==> config.mk <==
export PLATFORM = sky130hd
export DESIGN_NAME = disamb_store_window
export DESIGN_NICKNAME = d
export VERILOG_FILES = /design/src/rtl/disamb_pkg.sv /design/src/rtl/disamb_store_window.sv
export SDC_FILE = /design/constraint.sdc
export NUM_CORES = 1
export LEC_CHECK = 0
export CAP_MARGIN = 20
export CELL_PAD_IN_SITES_DETAIL_PLACEMENT = 1
export CELL_PAD_IN_SITES_GLOBAL_PLACEMENT = 1
export CORE_ASPECT_RATIO = 0.7
export CORE_MARGIN = 2
export CORE_UTILIZATION = 30
export DETAILED_ROUTE_END_ITERATION = 10
export PLACE_DENSITY = 0.85
export SETUP_SLACK_MARGIN = 0.2
export SKIP_LAST_GASP = 1
export SYNTH_ARGS = -nofsm -noshare
export SYNTH_HDL_FRONTEND = slang
export SYNTH_SLANG_ARGS = --single-unit
export TNS_END_PERCENT = 10
==> constraint.sdc <==
create_clock -name clk -period 2.5 [get_ports clk]
set_input_delay 0.25 -clock clk [delete_from_list [all_inputs] [get_ports clk]]
set_output_delay 0.25 -clock clk [all_outputs]
set_load 0.03 [all_outputs]
==> src/rtl/disamb_pkg.sv <==
// Shared widths and the symbolic memory reference record.
package disamb_pkg;
    parameter int REG_W  = 5;
    parameter int OFF_W  = 16;
    parameter int ADDR_W = 32;
    parameter int SZ_W   = 2;

    typedef struct packed {
        logic [REG_W-1:0]  base;
        logic [OFF_W-1:0]  off;     // two's complement
        logic              track;
        logic [SZ_W-1:0]   size;    // bytes = 1 << size
        logic              addr_ok;
        logic [ADDR_W-1:0] addr;
    } mem_ref_t;
endpackage

==> src/rtl/disamb_store_window.sv <==
// Program-ordered circular store window.
// Assumes: insert only when not full; retire removes the head;
// redefinition clears tracking of held entries with a matching base.
module disamb_store_window
    import disamb_pkg::*;
#(
    parameter int DEPTH = 8,
    localparam int PTR_W = $clog2(DEPTH),
    localparam int CNT_W = $clog2(DEPTH + 1)
) (
    input  logic             clk,
    input  logic             rst_n,
    input  logic             ins_valid,
    input  mem_ref_t         ins_ref,
    input  logic             retire,
    input  logic             redef_valid,
    input  logic [REG_W-1:0] redef_reg,
    output mem_ref_t         entries [DEPTH],
    output logic [DEPTH-1:0] slot_valid,
    output logic [CNT_W-1:0] occ,
    output logic             full
);
    logic [PTR_W-1:0] head, tail;
    logic             do_ins, do_ret;

    function automatic logic [PTR_W-1:0] ptr_next(input logic [PTR_W-1:0] p);
        return (p == PTR_W'(DEPTH - 1)) ? '0 : p + 1'b1;
    endfunction

    // Qualify requests against occupancy.
    always_comb begin
        full   = (occ == CNT_W'(DEPTH));
        do_ins = ins_valid && !full;
        do_ret = retire && (occ != '0);
    end

    // Update storage, pointers and occupancy.
    always_ff @(posedge clk) begin
        if (!rst_n) begin
            head       <= '0;
            tail       <= '0;
            occ        <= '0;
            slot_valid <= '0;
            for (int i = 0; i < DEPTH; i++) entries[i] <= '0;
        end else begin
            for (int i = 0; i < DEPTH; i++)
                if (redef_valid && (entries[i].base == redef_reg))
                    entries[i].track <= 1'b0;
            if (do_ins) begin
                entries[tail]    <= ins_ref;
                slot_valid[tail] <= 1'b1;
                tail             <= ptr_next(tail);
            end
            if (do_ret) begin
                slot_valid[head] <= 1'b0;
                head             <= ptr_next(head);
            end
            if (do_ins && !do_ret)      occ <= occ + 1'b1;
            else if (do_ret && !do_ins) occ <= occ - 1'b1;
        end
    end
endmodule

# [Yosys cells after proc, flatten, opt, wreduce, memory -nomap -nowiden]
# Index checks and enable logic that the tools add are counted.
[op_classes] addsub=4 n_lt_le_gt_ge=6 eq_ne=11 mux=31 bitwise=4 reduce_logical=20
[op_table] op="bitwise mux 456 bit" count=1
[op_table] op="2-to-1 mux 435 bit" count=1
[op_table] op="demux 57 bit (select 3 bit)" count=1
[op_table] op="2-to-1 mux 57 bit" count=1
[op_table] op="== test 5 bit" count=8
[op_table] op="2-to-1 mux 8 bit" count=3
[op_table] op="2-to-1 mux 1 bit" count=18
[op_table] op="logical AND 1 bit" count=15
[op_table] op="bitwise AND 8 bit" count=1
[op_table] op="less-than comparator 3 x 4 -> 1 bit (second input constant)" count=2
[op_table] op="2-to-1 mux 4 bit" count=2
[op_table] op="inverter 8 bit" count=1
[op_table] op="bitwise OR 8 bit" count=1
[op_table] op="adder 3 x 1 -> 3 bit (second input constant)" count=2
[op_table] op="demux 1 bit (select 3 bit)" count=2
[op_table] op="== test 3 bit (second input constant)" count=2
[op_table] op="greater-or-equal comparator 3 x 1 -> 1 bit (second input constant)" count=2
[op_table] op="2-to-1 mux 3 bit" count=2
[op_table] op="adder 4 x 1 -> 4 bit (second input constant)" count=1
[op_table] op="== test 4 bit (second input constant)" count=1
[op_table] op="greater-or-equal comparator 4 bit (second input constant)" count=1
[op_table] op="less-than comparator 4 x 1 -> 1 bit (second input constant)" count=1
[op_table] op="inverter 3 -> 4 bit" count=1
[op_table] op="nonzero test 4 bit" count=1
[op_table] op="other kinds (3)" count=5
[word_totals] reg_bits=474 in_bits=67 out_inout_bits=469 wordCells=128

# [Longest topological paths before layout]
# Gate-level depths: netlist of the first run.
[depth] depth_word=9 ltp_mapped=10 ltp_nobuf=10

# [Worst setup path before layout of the first run]
# OpenSTA, ideal clock, no wires.
[synth_timing] kind="reg-to-reg" start="register occ[3]" end="register occ[3]" arrival_time_ps=2440 t_required_ps=2428 setup_slack_ps=-12 stages_incl_launch_ff=11 n_path_buf=0 synth_period_minus_slack_ps=2512 path_cell_list="dfxtp_1 or4b_4 nand2_1 inv_1 ha_1 inv_1 ha_1 a21oi_1 a211oi_1 a31oi_1 mux2i_1"
[synth_via] elab_chain_cells=6 elab_cells_between_ends=14 cone_classes="add/sub (2); eq/ne (1); mux (2); reduce/logical (9)"
[synth_rtl] item="start, declared" line_no="disamb_store_window.sv:20" text="output logic [CNT_W-1:0] occ,"
[synth_rtl] item="start signal, assigned" line_no="disamb_store_window.sv:58" text="if (do_ins && !do_ret) occ <= occ + 1'b1;"
[synth_rtl] item="start signal, assigned" line_no="disamb_store_window.sv:59" text="else if (do_ret && !do_ins) occ <= occ - 1'b1;"
[synth_rtl] item="branches (longest 6 deep; another with subtractor 4 x 1 -> 4 bit)"
# Several ways; the timed one is not identified. The select of a mux whose other input is x is not followed.
# A chain may end at the register's enable or synchronous reset.

# [Final worst setup path of the first run]
[layout_timing] start="register occ[2]" end="register occ[1]"
[layout_via] elab_chain_cells=6 elab_cells_between_ends=11 cone_classes="eq/ne (1); mux (1); reduce/logical (9)"
[layout_rtl] item="== test 4 bit" line_no="disamb_store_window.sv:32" text="full = (occ == CNT_W'(DEPTH));"
[layout_rtl] item="logical NOT 1 bit" line_no="disamb_store_window.sv:33" text="do_ins = ins_valid && !full;"
[layout_rtl] item="logical AND 1 bit" line_no="disamb_store_window.sv:33"
[layout_rtl] item="logical NOT 1 bit" line_no="disamb_store_window.sv:59"
[layout_rtl] item="logical AND 1 bit" line_no="disamb_store_window.sv:59"
[layout_rtl] item="nonzero test 2 bit (no line)"
# Several ways; a longest one is shown, not always the timed one.

==> flow_metrics.py, run 1 <==
metrics = {
    "run_status": {
        "outcome": "finished clean",
    },
    "yosys": {
        "ys_types": 43,
        "synth_area_per_cell_um2": 8.437,
        "synth-seq-area-share_pct": 51.10,
        "syn_area_um2": 18570,
        "syn_nets": 2276,
        "synth-edff-count": 0,
        "yosys_warnings": 0,
        "synth-seq-cells": 474,
        "synth_async_sr_flop_share_pct": 0,
        "ys.flop_type": "dfxtp_1",
        "synth_cells": 2201,
    },
    "cts": {
        "clkTransAtPathRegs_ns": 0.07,
        "cts_root_buffer": "clkbuf_16",
        "cts_tree": "done",
        "htreeDepth": 2,
        "insertion_delay_ns": 0.58,
        "cts.sink_count": 474,
        "clockBufferDepth": 3,
        "numCtsBuffers": 49,
    },
    "grt": {
        "gr-total-overflow": 0,
        "grt_pass1_vias": 18510,
        "grt_usage_pct": 23.12,
        "grt_pass1_wl_mm": 113.9,
        "antenna_found_initial": 0,
        "grt_start_max_net_pins": 101,
    },
    "sta": {
        "fmax_ghz": 0.4389,
        "period_share_pct": 91.13,
        "slew_violations": 0,
        "fin_worst_skew_ns": 0.01862,
        "final.setup.tns_ns": 0,
        "period_minus_slack_ns": 2.278,
        "tightest_slew_ns": 0.7306,
        "hold_viol_final": 0,
        "rsz0062_at_grt": "yes",
        "hold_slack_ns": 0.1929,
        "finalSetupViolCount": 0,
        "slew-limit-headroom_pct": 51.23,
    },
    "worst_setup_path": {
        "path_max_fanout": 5,
        "worst_setup_path_start_kind": "flop",
        "path_class": "reg2reg",
        "r2r-end": "occ[1]",
        "crit_start": "occ[2]",
        "cp.required_ns": 2.97,
        "reg2reg_setup_slack_ns": 0.22,
        "r2r_cells": 9,
        "r2r_start": "occ[2]",
        "critPathArrivalTime_ns": 2.75,
        "worst_setup_path_end_kind": "flop",
    },
    "route": {
        "ant_nets": 0,
        "postRouteWirelength_mm": 76.26,
        "wl_per_cell_um": 21.95,
        "drt-pass1-iter-count": 5,
        "drc": 0,
        "viasPerCell": 4.993,
        "dr.first_iter.drc_count": 1010,
        "num_vias": 17340,
    },
    "placement": {
        "placed_area_um2": 24580,
        "gp_congestion": 0.8086,
        "place_inst": 3378,
        "dpl.hpwl_mm": 51.44,
        "portBuffers": 535,
    },
    "layout": {
        "diodes": 0,
        "fin_area_um2": 26350,
        "drive_above_1_share_pct": 6.780,
        "area_delta_synth_final_pct": 41.90,
        "stdcell_count": 3474,
        "nNetsFinal": 2692,
        "most-common-layout-cells": "nand2_1 (905), clkdlybuf4s50_1 (533), dfxtp_1 (470), a21boi_0 (349), a21boi_1 (84)",
        "fill_cells": 7057,
        "final_common_cell": "nand2_1",
    },
    "floorplanning": {
        "rows": 76,
        "start_util_pct": 30.28,
        "die_w_um": 301.4,
        "fp.dieH_um": 212.2,
        "core-area_um2": 61330,
        "die_area_um2": 63940,
        "io_pins": 536,
    },
    "worst_hold_path": {
        "hold_path.class": "in2reg",
        "hold_depth": 2,
        "min_to": "entries[283]",
        "min-delay-start": "rst_n",
    },
    "power": {
        "powerDensity_nw_per_um2": 741.1,
        "leakage_nw": 8.849,
        "vdd.ir_drop.worst_mv": 0.4438,
        "finalPower_mw": 19.53,
    },
    "flow_run": {
        "cap_violations": 0,
    },
}
worst max path at each step:
| stage | endpoint | slack, ns | cells past startpoint |
|---|---|---|---|
| final | occ[1] | 0.22 | 9 |
| after global routing | occ[1] | 0.16 | 9 |
| after detailed placement | entries[313] | 0.10 | 6 |
| after CTS | occ[3] | 0.13 | 10 |
| after floorplan | occ[3] | 0.24 | 10 |
| after global placement | occ[3] | 0.10 | 10 |
cells in the mapped netlist (10+ instances only):
cell	number	area [um2]
dfxtp_1	474	9489
a21boi_1	84	630.6
clkbuf_1	76	285.3
buf_4	30	225.2
nand2_1	906	3401
buf_1	36	135.1
nand3_1	12	60.06
a21boi_0	349	2620
xnor2_1	10	87.58
a21boi_2	18	202.7
buf_2	74	370.4
xor2_1	32	280.3
cell type report:
class | count | area [um2] | area share [%]
inverter | 6 | 30.03 | 0.1140
multi-input combinational | 1499 | 8088 | 30.69
tap | 819 | 1025 | 3.889
timing repair buffer | 587 | 6008 | 22.80
sequential | 474 | 9502 | 36.06
clock inverter | 16 | 239.0 | 0.9069
clock buffer | 73 | 1459 | 5.537
what timing repair did:
action | CTS | global route
resized for setup | 7 | 5
hold buffers | 0 | 0
setup endpoints to repair | 3 | 15
endpoints found under the hold margin | 0 | 0
pin swaps | 1 | 4
setup buffers | 3 | 4
where the power goes:
group,internal (mW),switching (mW)
registers,7.89,0.276
clock network,4.65,3.23
logic,1.31,2.17
total,13.9,5.68
registers in the layout (all words and copies together), names as in the netlist:
signal / count
occ: 4
head: 3
slot_valid: 8
tail: 3
entries: 456
layer usage:
metal	routed length [um]	global-route usage, %	vias to the layer above
li1	-	-	7886
met2	36650	39.33	607
met1	31660	28.30	8706
met5	0	0	-
met3	5687	6.009	145
met4	2255	7.874	0
worst max-delay path, stage by stage, from the launching register on:
cell	delay [ns]
dfxtp_4	0.38
or4b_4	0.60
nand2_4	0.10
inv_2	0.05
ha_4	0.16
inv_4	0.07
buf_4	0.11
fa_1	0.42
mux2i_1	0.19
nor2b_1	0.08
stage by stage:
step | setup WS (ns) | util, %
floorplan | 0.2388 | -
global placement | 0.1006 | 40.08
detailed placement | 0.1003 | 40.08
CTS | 0.1261 | 42.89
global route | 0.1578 | 42.96
finish | 0.2217 | 42.96
kinds of logic (layout without fill, tap and decap cells):
family | Yosys count | after routing | share of synthesized area, %
multiplexers | 4 | 4 | 0.2156
AO/OA/AOI/OAI | 479 | 479 | 19.59
flip-flops | 474 | 474 | 51.10
adder cells (fa/ha/maj) | 8 | 8 | 0.5795
XOR/XNOR | 42 | 42 | 1.981
buffers and inverters | 228 | 682 | 6.010
AND/OR/NAND/NOR | 966 | 966 | 20.52
Power figures use the tool's default switching activity.
==> inputs of run 2 (changes only) <==
Settings changed: REMOVE_ABC_BUFFERS set to 1.
==> flow_metrics.py, run 2 (synthesized netlist as in run 1, its figures left out) <==
metrics = {
    "placement": {
        "gp_congestion": 0.8168,
        "place_ws_ns": -0.05448,
        "portBuffers": 535,
        "place_inst": 3390,
        "dpl.hpwl_mm": 49.66,
    },
    "cts": {
        "htreeDepth": 2,
        "cts_setup_buffers": 0,
        "cts_tree": "done",
        "cts_hold_buf": 0,
        "clkTransAtPathRegs_ns": 0.06,
        "cts.sink_count": 474,
        "clockBufferDepth": 3,
        "numCtsBuffers": 49,
        "cts_root_buffer": "clkbuf_16",
        "insertion_delay_ns": 0.57,
    },
    "layout": {
        "stdcell_count": 3475,
        "finalCoreUtilization_pct": 42.75,
        "most-common-layout-cells": "nand2_1 (905), clkdlybuf4s50_1 (533), dfxtp_1 (472), a21boi_0 (349), a21boi_1 (84)",
        "diodes": 0,
        "drive_above_1_share_pct": 6.739,
        "final_common_cell": "nand2_1",
        "nNetsFinal": 2697,
        "regMostFlops": "entries",
        "area_delta_synth_final_pct": 41.21,
        "multi_input_area_um2": 8073,
        "seqCellArea_um2": 9494,
        "largestRegisters": "entries x456, slot_valid x8, occ x4",
        "largest_reg_flops": 456,
        "fill_cells": 7090,
    },
    "worst_hold_path": {
        "hold_path.class": "in2reg",
        "min-delay-start": "rst_n",
        "hold_depth": 2,
        "min_to": "entries[100]",
    },
    "sta": {
        "slew_violations": 0,
        "tightest_slew_ns": 0.6213,
        "rsz0062_at_grt": "no",
        "period_share_pct": 92.27,
        "fin_worst_skew_ns": 0.01559,
        "finalSetupViolCount": 0,
        "slew-limit-headroom_pct": 58.45,
        "period_minus_slack_ns": 2.307,
        "layout_setup_ws_ns": 0.1932,
        "fmax_ghz": 0.4335,
        "hold_viol_final": 0,
    },
    "grt": {
        "gr-total-overflow": 0,
        "grt_start_max_net_pins": 88,
        "grt_usage_pct": 22.34,
        "grt_pass1_vias": 18050,
        "grt_pass1_wl_mm": 110.1,
        "antenna_found_initial": 0,
    },
    "worst_setup_path": {
        "slowest_delay_ns": 0.41,
        "cp_top_family": "adder cells",
        "cp_cell_sequence": "buf_4 > o41ai_4 > ha_2 > inv_2 > buf_4 > fa_1 > xnor2_1 > o21ai_0 > and2_1",
        "critPathArrivalTime_ns": 2.77,
        "r2r_start": "occ[0]",
        "path_max_fanout": 5,
        "path_class": "reg2reg",
        "r2r_cells": 9,
        "cp_common_cell": "buf_4",
        "cp_slowest_cell": "fa_1",
        "worst_setup_path_start_kind": "flop",
        "reg2reg_setup_slack_ns": 0.19,
        "cp.required_ns": 2.96,
        "worst_setup_path_end_kind": "flop",
        "r2r-end": "occ[2]",
        "critPathBufInv": 3,
    },
    "power": {
        "power_frac_comb_pct": 18.3,
        "p_int_mw": 13.52,
        "finalPower_mw": 19.08,
        "powerDensity_nw_per_um2": 727.6,
        "p_clk_share_pct": 39.2,
        "netSwitchingFraction_pct": 29.15,
        "p_sw_mw": 5.562,
        "leakage_nw": 8.801,
        "vdd.ir_drop.worst_mv": 0.5617,
        "seqPwrFrac_pct": 42.6,
    },
    "route": {
        "ant_nets": 0,
        "drt-pass1-iter-count": 5,
        "dr.first_iter.drc_count": 752,
        "postRouteWirelength_mm": 74.12,
        "num_vias": 17090,
        "viasPerCell": 4.918,
        "drc": 0,
        "wl_per_cell_um": 21.33,
    },
    "floorplanning": {
        "die_w_um": 301.4,
        "core-area_um2": 61330,
        "fp.dieH_um": 212.2,
        "rows": 76,
        "io_pins": 536,
        "start_util_pct": 30.28,
        "die_area_um2": 63940,
    },
    "flow_run": {
        "cap_violations": 0,
    },
    "run_status": {
        "outcome": "finished clean",
    },
}
[run 2: changes by cell type in the layout (fill, tap and decap cells not counted), moves of 2 or more]
cell | previous run | this run
clkbuf_16 | 51 | 49
dfxtp_1 | 470 | 472
buf_8 | 1 | 3
inv_6 | 2 | 0
bufinv_16 | 6 | 3
buf_4 | 31 | 39
buf_12 | 21 | 15
inv_4 | 2 | 0
clkbuf_8 | 10 | 16
dfxtp_4 | 3 | 1
[run 2: how the worst max path moves through the flow]
stage / from / end / slack (ns) / depth (start not counted)
CTS: occ[2] / occ[3] / 0.14 / 10
finish: occ[0] / occ[2] / 0.19 / 9
global route: occ[0] / occ[2] / 0.14 / 9
global placement: occ[3] / occ[3] / 0.15 / 10
floorplan: occ[0] / slot_valid[7] / -1.89 / 4
detailed placement: occ[3] / entries[232] / -0.05 / 7
[run 2: area by class of cell]
type	count	share of cell area [%]
clock buffer	75	5.621
clock inverter	10	0.4867
inverter	6	0.1145
multi-input combinational	1499	30.79
sequential	474	36.21
tap	819	3.908
timing repair buffer	592	22.88
[run 2: what timing repair did]
item,CTS,global route
pin swaps,0,1
resized for setup,16,12
endpoints found under the setup margin,185,100
[run 2: worst register-to-register path, delay by kind of cell (launching register included)]
| family | cells | cell delay, ns |
|---|---|---|
| simple gates | 1 | 0.18 |
| compound gates | 2 | 0.48 |
| xor+xnor | 1 | 0.18 |
| fa+ha+maj | 2 | 0.67 |
| flops | 1 | 0.31 |
| buf+inv | 3 | 0.38 |
[run 2: power by group through the flow]
stage	Clock, mW	Sequential (mW)	Combinational [mW]
final	7.48	8.12	3.48
after global routing	7.96	8.15	3.69
after CTS	7.61	8.10	3.43
after detailed placement	0	8.26	3.40
after global placement	0	8.23	3.25
after floorplan	0	8.83	1.03
[run 2: per-layer routing]
| metal | wire length (um) | global-route usage (%) |
|---|---|---|
| met1 | 30690 | 26.79 |
| met2 | 35390 | 37.88 |
| met3 | 5549 | 6.376 |
| met4 | 2487 | 8.458 |
| met5 | 0 | 0 |
[run 2: through the flow]
step	instance area, um2	setup TNS (ns)	hold slack [ns]
detailed placement	24540	-0.1083	0.4483
floorplan	17480	-620.07	0.3717
finish	26220	0	0.1216
global route	26220	0	0.1282
CTS	26180	0	0.1213
global placement	24540	0	0.4391
